--- src/rtl/tmr_pkg.sv ---
package tmr_pkg;

    localparam int CTRL_RUN_BIT  = 7;
    localparam int CTRL_IRQ_BIT  = 6;
    localparam int CTRL_CHAIN_BIT = 2;

    localparam int SHIFT_SEL0 = 0;
    localparam int SHIFT_SEL1 = 6;
    localparam int SHIFT_SEL2 = 8;
    localparam int SHIFT_SEL3 = 10;

    typedef struct packed {
        logic       run;
        logic       irq_en;
        logic       chain;
        logic [1:0] div_sel;
    } tmr_ctrl_t;

    function automatic tmr_ctrl_t unpack_ctrl(input logic [7:0] b);
        tmr_ctrl_t c;
        c.run     = b[CTRL_RUN_BIT];
        c.irq_en  = b[CTRL_IRQ_BIT];
        c.chain   = b[CTRL_CHAIN_BIT];
        c.div_sel = b[1:0];
        return c;
    endfunction

    function automatic int div_shift(input logic [1:0] sel);
        case (sel)
            2'd0:    return SHIFT_SEL0;
            2'd1:    return SHIFT_SEL1;
            2'd2:    return SHIFT_SEL2;
            default: return SHIFT_SEL3;
        endcase
    endfunction

endpackage

--- src/rtl/tmr_prescale.sv ---
module tmr_prescale
    import tmr_pkg::*;
#(
    parameter int PHASE_W = 10
) (
    input  logic       clk,
    input  logic       rst_n,
    input  logic       clear,
    input  logic [1:0] sel,
    output logic       tick
);

    logic [PHASE_W-1:0] phase_d, phase_q;
    logic [PHASE_W-1:0] mask;

    always_comb begin
        for (int i = 0; i < PHASE_W; i++) begin
            mask[i] = (i < div_shift(sel));
        end
        tick    = ((phase_q & mask) == mask);
        phase_d = clear ? '0 : phase_q + 1'b1;
    end

    always_ff @(posedge clk or negedge rst_n) begin
        if (!rst_n) phase_q <= '0;
        else        phase_q <= phase_d;
    end

    // a tick of a divided clock leaves the low phase bits at zero, so no tick follows at once
    a_r1_tick_spacing: assert property (@(posedge clk) disable iff (!rst_n)
        (tick && sel != 2'b00 && !clear) |=> (!tick || sel == 2'b00));

endmodule

--- src/rtl/tmr_channel.sv ---
module tmr_channel
    import tmr_pkg::*;
#(
    parameter int CNT_W   = 16,
    parameter int PHASE_W = 10
) (
    input  logic             clk,
    input  logic             rst_n,
    input  logic             wr_reload,
    input  logic             wr_ctrl,
    input  logic [CNT_W-1:0] wr_data,
    input  logic             casc_in,
    output logic [CNT_W-1:0] count_o,
    output logic             ovf_o,
    output logic             irq_o
);

    typedef struct packed {
        tmr_ctrl_t        ctrl;
        logic [CNT_W-1:0] reload;
        logic [CNT_W-1:0] count;
        logic             ovf;
        logic             irq;
    } chan_st_t;

    chan_st_t  st_d, st_q;
    tmr_ctrl_t new_ctrl;
    logic      run_rise;
    logic      pre_tick;
    logic      step;

    tmr_prescale #(.PHASE_W(PHASE_W)) u_pre (
        .clk   (clk),
        .rst_n (rst_n),
        .clear (run_rise),
        .sel   (st_q.ctrl.div_sel),
        .tick  (pre_tick)
    );

    always_comb begin
        new_ctrl = unpack_ctrl(wr_data[7:0]);
        run_rise = wr_ctrl && new_ctrl.run && !st_q.ctrl.run;
        step     = st_q.ctrl.run && (st_q.ctrl.chain ? casc_in : pre_tick);

        st_d     = st_q;
        st_d.ovf = 1'b0;
        st_d.irq = 1'b0;

        if (step) begin
            if (st_q.count == {CNT_W{1'b1}}) begin
                st_d.count = st_q.reload;
                st_d.ovf   = 1'b1;
                st_d.irq   = st_q.ctrl.irq_en;
            end else begin
                st_d.count = st_q.count + 1'b1;
            end
        end

        if (wr_reload) st_d.reload = wr_data;
        if (wr_ctrl)   st_d.ctrl   = new_ctrl;
        if (run_rise)  st_d.count  = st_q.reload;
    end

    always_ff @(posedge clk or negedge rst_n) begin
        if (!rst_n) st_q <= '0;
        else        st_q <= st_d;
    end

    assign count_o = st_q.count;
    assign ovf_o   = st_q.ovf;
    assign irq_o   = st_q.irq;

    // a start loads the reload value held before the edge
    a_r2_start_load: assert property (@(posedge clk) disable iff (!rst_n)
        $rose(st_q.ctrl.run) |-> st_q.count == $past(st_q.reload));

    // a running channel moves by at most one between edges when it does not wrap
    a_r3_single_step: assert property (@(posedge clk) disable iff (!rst_n)
        ($past(st_q.ctrl.run) && st_q.ctrl.run && !st_q.ovf) |->
        (st_q.count == $past(st_q.count) || st_q.count == $past(st_q.count) + 1'b1));

    // an overflow comes from 0xFFFF and lands on the reload value
    a_r4_wrap_reload: assert property (@(posedge clk) disable iff (!rst_n)
        st_q.ovf |-> (st_q.count == $past(st_q.reload) && $past(st_q.count) == {CNT_W{1'b1}}));

    // a stopped channel keeps its count
    a_r5_frozen: assert property (@(posedge clk) disable iff (!rst_n)
        (!$past(st_q.ctrl.run) && !st_q.ctrl.run) |-> $stable(st_q.count));

    // in chained mode nothing but the chain input moves the count
    a_r6_chain_only: assert property (@(posedge clk) disable iff (!rst_n)
        ($past(st_q.ctrl.chain) && $past(st_q.ctrl.run) && !$past(casc_in) && st_q.ctrl.run)
        |-> $stable(st_q.count));

    // a request needs an overflow and the enable bit
    a_r7_irq_gate: assert property (@(posedge clk) disable iff (!rst_n)
        st_q.irq |-> (st_q.ovf && $past(st_q.ctrl.irq_en)));

endmodule

--- src/rtl/tmr_group.sv ---
module tmr_group
    import tmr_pkg::*;
#(
    parameter int N_CH    = 4,
    parameter int CNT_W   = 16,
    parameter int PHASE_W = 10,
    localparam int SEL_W  = $clog2(N_CH)
) (
    input  logic             clk,
    input  logic             rst_n,
    input  logic             wr_en,
    input  logic [SEL_W-1:0] wr_ch,
    input  logic             wr_ctrl,
    input  logic [CNT_W-1:0] wr_data,
    input  logic [SEL_W-1:0] rd_ch,
    output logic [CNT_W-1:0] rd_count,
    input  logic             casc_in,
    output logic [N_CH-1:0]  ovf_out,
    output logic [N_CH-1:0]  irq_out
);

    logic [CNT_W-1:0] counts [N_CH];
    logic [N_CH-1:0]  chain_in;

    for (genvar i = 0; i < N_CH; i++) begin : g_ch
        if (i == 0) begin : g_first
            assign chain_in[i] = casc_in;
        end else begin : g_next
            assign chain_in[i] = ovf_out[i-1];
        end

        tmr_channel #(.CNT_W(CNT_W), .PHASE_W(PHASE_W)) u_ch (
            .clk       (clk),
            .rst_n     (rst_n),
            .wr_reload (wr_en && !wr_ctrl && (wr_ch == SEL_W'(i))),
            .wr_ctrl   (wr_en &&  wr_ctrl && (wr_ch == SEL_W'(i))),
            .wr_data   (wr_data),
            .casc_in   (chain_in[i]),
            .count_o   (counts[i]),
            .ovf_o     (ovf_out[i]),
            .irq_o     (irq_out[i])
        );
    end

    assign rd_count = counts[rd_ch];

    // every request lines up with its own channel's overflow
    a_r7_irq_within_ovf: assert property (@(posedge clk) disable iff (!rst_n)
        (irq_out & ~ovf_out) == '0);

endmodule

--- config.mk ---
export PLATFORM = sky130hd
export DESIGN_NAME = tmr_group
export DESIGN_NICKNAME = d
export VERILOG_FILES = /design/src/rtl/tmr_pkg.sv /design/src/rtl/tmr_prescale.sv /design/src/rtl/tmr_channel.sv /design/src/rtl/tmr_group.sv
export SDC_FILE = /design/constraint.sdc
export NUM_CORES = 1
export LEC_CHECK = 0
export BUFFER_PORTS_ARGS = -buffer_cell sky130_fd_sc_hd__buf_2
export CAP_MARGIN = 20
export CORE_MARGIN = 2
export CORE_UTILIZATION = 45
export CTS_CLUSTER_SIZE = 24
export DETAILED_ROUTE_END_ITERATION = 8
export PLACE_DENSITY_LB_ADDON = 0.15
export SKIP_CTS_REPAIR_TIMING = 1
export SYNTH_ARGS = -nofsm -noshare
export SYNTH_HDL_FRONTEND = slang
export SYNTH_SLANG_ARGS = --single-unit
--- constraint.sdc ---
create_clock -name clk -period 5.2 [get_ports clk]
set_input_delay 0.52 -clock clk [delete_from_list [all_inputs] [get_ports clk]]
set_output_delay 0.52 -clock clk [all_outputs]
set_load 0.01 [all_outputs]
Word level (Yosys, flattened, before mapping)
Cells that the tools add are included.

Register bits after elaboration: 196. Input port bits: 25. Word-level logic and storage cells: 176.

Add/sub/neg operators: 8. Reductions and logical operators: 36. Multiplexer cells: 31. Magnitude comparators: 41. Bitwise logic cells: 5. Eq/ne operators: 19.

Operators by type and width (count): < comparator 4 x 32 -> 1 bit, first input constant (16); < comparator 3 x 32 -> 1 bit, first input constant (8); < comparator 5 x 32 -> 1 bit, first input constant (8); two-way mux 16 bit (10); < comparator 2 x 32 -> 1 bit, first input constant (4); two-way mux 18 bit (4); adder 16 x 1 -> 16 bit, second input constant (4); == test 16 bit, second input constant (4); one-hot mux 4 bit (3 select lines) (4); adder 10 x 1 -> 10 bit, second input constant (4); AND 10 bit (4); == test 10 bit (4); two-way mux 10 bit (4); binary-select mux 16 bit (select 2 bit) (1); logical AND 1 bit (22); < comparator 1 x 4 -> 1 bit, first input constant (4); == test 2 bit, second input constant (6); == test 2 x 1 -> 1 bit, second input constant (5); zero test 2 bit (5); two-way mux 2 bit (4); nonzero test 2 bit (4); zero test 1 bit (5); two-way mux 1 bit (4); greater-or-equal comparator 3 bit, second input constant (1); NOT 2 -> 3 bit (1).

Longest topological paths before layout
Depth after elaboration: 9. Gate-level depth with buffers: 9. Mapped depth without buffers: 6.

Modules after synthesis
From an unflattened synthesis, not the netlist that was laid out.

Cells, all modules: 1004. Area total of the unflattened synthesis: 10856.7 µm².

By module, submodules not included: tmr_channel (area each 2092.0 µm², seq. area each 975.9 µm², times used 4, cells an instance 195); tmr_prescale (area each 496.7 µm², seq. area each 250.2 µm², times used 4, cells an instance 49); tmr_group (area each 501.7 µm², seq. area each 0.0 µm², times used 1, cells an instance 28).

Least setup slack after synthesis
OpenSTA, ideal clock, no wires.

Path kind: input to output. Start point: input port rd_ch[0]. End point: output port rd_count[6]. Path slack: 2.578 ns. Path buffers: 2. Cell stages on the path: 3. Arrival: 2.102 ns. Cells stage by stage: clkbuf_1 -> buf_1 -> mux4_1.

Cells in the longest elaborated chain, start to end: 4.

RTL lines: start, declared (line tmr_group.sv:15) `input logic [SEL_W-1:0] rd_ch,`; NOT 2 -> 3 bit (not written as such) (line tmr_group.sv:45) `assign rd_count = counts[rd_ch];`; binary-select mux 16 bit (select 2 bit) (line tmr_group.sv:45); two-way mux 16 bit (not written as such) (2 in series) (line tmr_group.sv:45); end, declared (line tmr_group.sv:16) `output logic [CNT_W-1:0] rd_count,`.

Every way passes these cells. The select of a mux whose other input is x is not followed.

Worst setup path after layout
Start point: register g_ch[2].u_ch.u_pre.phase_q[2]. End point: register g_ch[2].u_ch.st_q (netlist bit g_ch[2].u_ch.count_o[11]).

Cells in the longest elaborated chain, start to end: 5.

RTL lines: start, declared (line tmr_prescale.sv:13) `logic [PHASE_W-1:0] phase_d, phase_q;`; start signal, assigned (line tmr_prescale.sv:26) `else phase_q <= phase_d;`; AND 10 bit (line tmr_prescale.sv:20) `tick = ((phase_q & mask) == mask);`; == test 10 bit (line tmr_prescale.sv:20); two-way mux 1 bit (line tmr_channel.sv:43) `step = st_q.ctrl.run && (st_q.ctrl.chain ? casc_in : pre_tick);`; logical AND 1 bit (line tmr_channel.sv:43); nonzero test 2 bit (no line); end signal, assigned (line tmr_channel.sv:66) `else st_q <= st_d;`; end, declared (line tmr_channel.sv:26) `chan_st_t st_d, st_q;`.

Every way passes these cells. A chain may end at the register's enable or synchronous reset.

==> results.json <==
{
  "async_flop_share": 1.00,
  "grt_max_degree": 112,
  "crit_fanout": 21,
  "endpoint": "g_ch[2].u_ch.count_o[11]$_DFFE_PN0P_",
  "ys.flop_type": "dfrtp_1",
  "die_w_um": 154,
  "worstSetupPathDepth": 5,
  "synth_common_cells": "dfrtp_1, mux2_2, nor2_1",
  "cts_tree": "done",
  "vias": 7566,
  "io_buffers": 48,
  "relSlewSlack": 0.362,
  "outcome": "finished clean",
  "stdcell_area_sq_um": 11200,
  "synth.distinct_cells": 82,
  "placed_cells": 1190,
  "r2r_end": "g_ch[2].u_ch.count_o[11]$_DFFE_PN0P_",
  "place_area_sq_um": 10500,
  "synth_top_area_cell": "dfrtp_1",
  "crit_chain": "nand4_1, o41ai_1, nand3_1, o21ai_0, a222oi_1",
  "cts_root_buf": "clkbuf_16",
  "fmax_mhz": 368,
  "finalSetupViolations": 0,
  "syn_area_sq_um": 10100,
  "overflow": 0,
  "finalHoldViolCount": 0,
  "drive_gt1_frac": 0.234,
  "syn_area_per_cell_sq_um": 11.2,
  "drv_slew": 0,
  "dieArea_sq_um": 23700,
  "clk_latency_ps": 440,
  "grt_antenna_before_repair": 0,
  "yosysMostFrequentCell": "dfrtp_1",
  "core_area_sq_um": 22000,
  "clockBufferDepth": 2,
  "critPathLaunch": "g_ch[2].u_ch.u_pre.phase_q[2]$_DFF_PN0_",
  "clkTransAtPathRegs_ps": 70,
  "cp.required_ps": 5470,
  "dr.pass1.iters": 7,
  "synth_top_cell_area_share": 0.485,
  "cts_buffers": 17,
  "die_h_um": 154,
  "finalSetupTns_ps": 0,
  "cpPeakStageDelay_ps": 680,
  "grt_pass1_vias": 7261,
  "crit_path_start_kind": "flip-flop",
  "hpwlAfterDp_um": 19100,
  "ctsHtreeMaxLevel": 4,
  "period_minus_slack_ps": 2710,
  "cap_violations": 0,
  "r2r-start": "g_ch[2].u_ch.u_pre.phase_q[2]$_DFF_PN0_",
  "ys_ff_latch": 196,
  "vdd_drop_max_uv": 222,
  "crit_family": "compound AO/OA/AOI/OAI gates",
  "holdCritPathClass": "input port to async pin",
  "drc": 0,
  "grt_pass1_wl_um": 43600,
  "seq_area_frac_synth": 0.485,
  "fin_crit_sh": 0.522,
  "end_kind": "flip-flop",
  "final.fill_count": 1978,
  "area_growth_pct": 10.3,
  "ioPinCount": 49,
  "crit_slowest_cell": "nand3_1",
  "total_leakage_power_nw": 4.69,
  "syn-instance-count": 907,
  "instances_no_fill": 1223,
  "initial_utilization": 0.461,
  "place_congestion": 0.877,
  "r2r_cells": 5,
  "path_class": "flip-flop to flip-flop",
  "fin_nets": 963,
  "netlist_top_cells_area": "dfrtp_1, mux2_2, a221o_1",
  "worst_slew_pin_slew_ps": 953,
  "antennaDiodeCount": 0,
  "critPathArrivalTime_ps": 2990,
  "critical_path_buf_inv_count": 0,
  "rsz0062_at_grt": "no",
  "drt_iter0_markers": 770,
  "detail_route.vias_per_cell": 6.19,
  "post_drt_wl_per_cell_um": 22.8,
  "pwr_density_cell_nw_per_um2": 453,
  "yosysWarnings": 0,
  "synth_edf_count": 0,
  "synth_nets": 940,
  "wl_um": 27800,
  "finClkSkew_ps": 11.3,
  "detail-route-antenna-nets": 0,
  "rows": 54,
  "clock_sinks": 196,
  "grt_use_total": 0.242,
  "rrSetupSlack_ps": 2490
}
-- logic make-up after synthesis --
| kind of cell | Yosys count | share of synthesized area |
|---|---|---|
| xor+xnor | 31 | 0.0268 |
| compound gates | 171 | 0.134 |
| simple gates | 316 | 0.174 |
| buf+inv | 82 | 0.0382 |
| mux | 103 | 0.132 |
| flops | 196 | 0.485 |
| fa+ha+maj | 8 | 0.00990 |
-- power by group --
part           switching, mW  leakage [nW]  internal [mW]  total [mW]
sequential             0.542          2.44           1.96        2.50
clock                  0.613         0.289          0.779        1.39
combinational          0.578          1.96          0.589        1.17
-- state kept, by name (all words and copies together), names as in the netlist --
register	cells
g_ch.u_ch.count_o	64
g_ch.u_ch.ovf_o	4
g_ch.u_ch.st_q	84
g_ch.u_ch.irq_o	4
g_ch.u_ch.u_pre.phase_q	40
-- layout make-up --
type / instances / area [sq um] / share of cell area
clock buffers: 19 / 443 / 0.0397
clock inverters: 13 / 171 / 0.0154
inverters: 29 / 109 / 0.00976
multi-input cells: 629 / 4840 / 0.434
flip-flops and latches: 196 / 4900 / 0.440
well taps: 280 / 350 / 0.0314
repair buffers: 57 / 337 / 0.0302
-- metrics by stage --
stage	setup slack [ps]	power [mW]	hold WS, ps	util
after CTS	2490	5.07	153	0.507
after detailed placement	2240	3.67	467	0.479
after global routing	2300	5.34	171	0.508
after floorplan	2580	3.22	224	-
final	2490	5.06	116	0.508
after global placement	2300	3.65	465	0.479
-- worst min path at each step --
stage / depth (start not counted) / to / slack (ps) / from
after floorplan: 0 / g_ch[0].u_ch.count_o[0]$_DFFE_PN0P_ / 220 / rst_n
after global routing: 1 / g_ch[1].u_ch.u_pre.phase_q[4]$_DFF_PN0_ / 170 / rst_n
after global placement: 1 / g_ch[0].u_ch.irq_o$_DFF_PN0_ / 460 / g_ch[0].u_ch.st_q[37]$_DFFE_PN0P_
final: 1 / g_ch[1].u_ch.u_pre.phase_q[2]$_DFF_PN0_ / 120 / rst_n
after CTS: 1 / g_ch[1].u_ch.u_pre.phase_q[2]$_DFF_PN0_ / 150 / rst_n
after detailed placement: 1 / g_ch[1].u_ch.irq_o$_DFF_PN0_ / 470 / g_ch[1].u_ch.st_q[37]$_DFFE_PN0P_
-- layout by cell type (no fill, tap or decap), types with 9 or more instances in the layout --
master and instances:
dfrtp_1 196, mux2_2 80, nor2_1 62, nand2_1 55, buf_2 47, a221o_1 40, nand3_1 38, o21ai_0 30
inv_1 29, nand4_1 29, nor3_1 29, xor2_1 22, and3_1 17, clkbuf_16 17, mux4_2 15, a21oi_1 14
and2_1 13, a21o_1 9, nor3b_1 9, xnor2_1 9
-- per-layer routing --
layer | global-route usage | vias up | wire [um]
met5 | 0 | - | 0
met4 | 0.0703 | 0 | 672
met3 | 0.0451 | 37 | 1380
met2 | 0.389 | 228 | 13100
met1 | 0.336 | 3848 | 12700
li1 | - | 3453 | -
No activity file was read; power rests on OpenSTA's default activity.
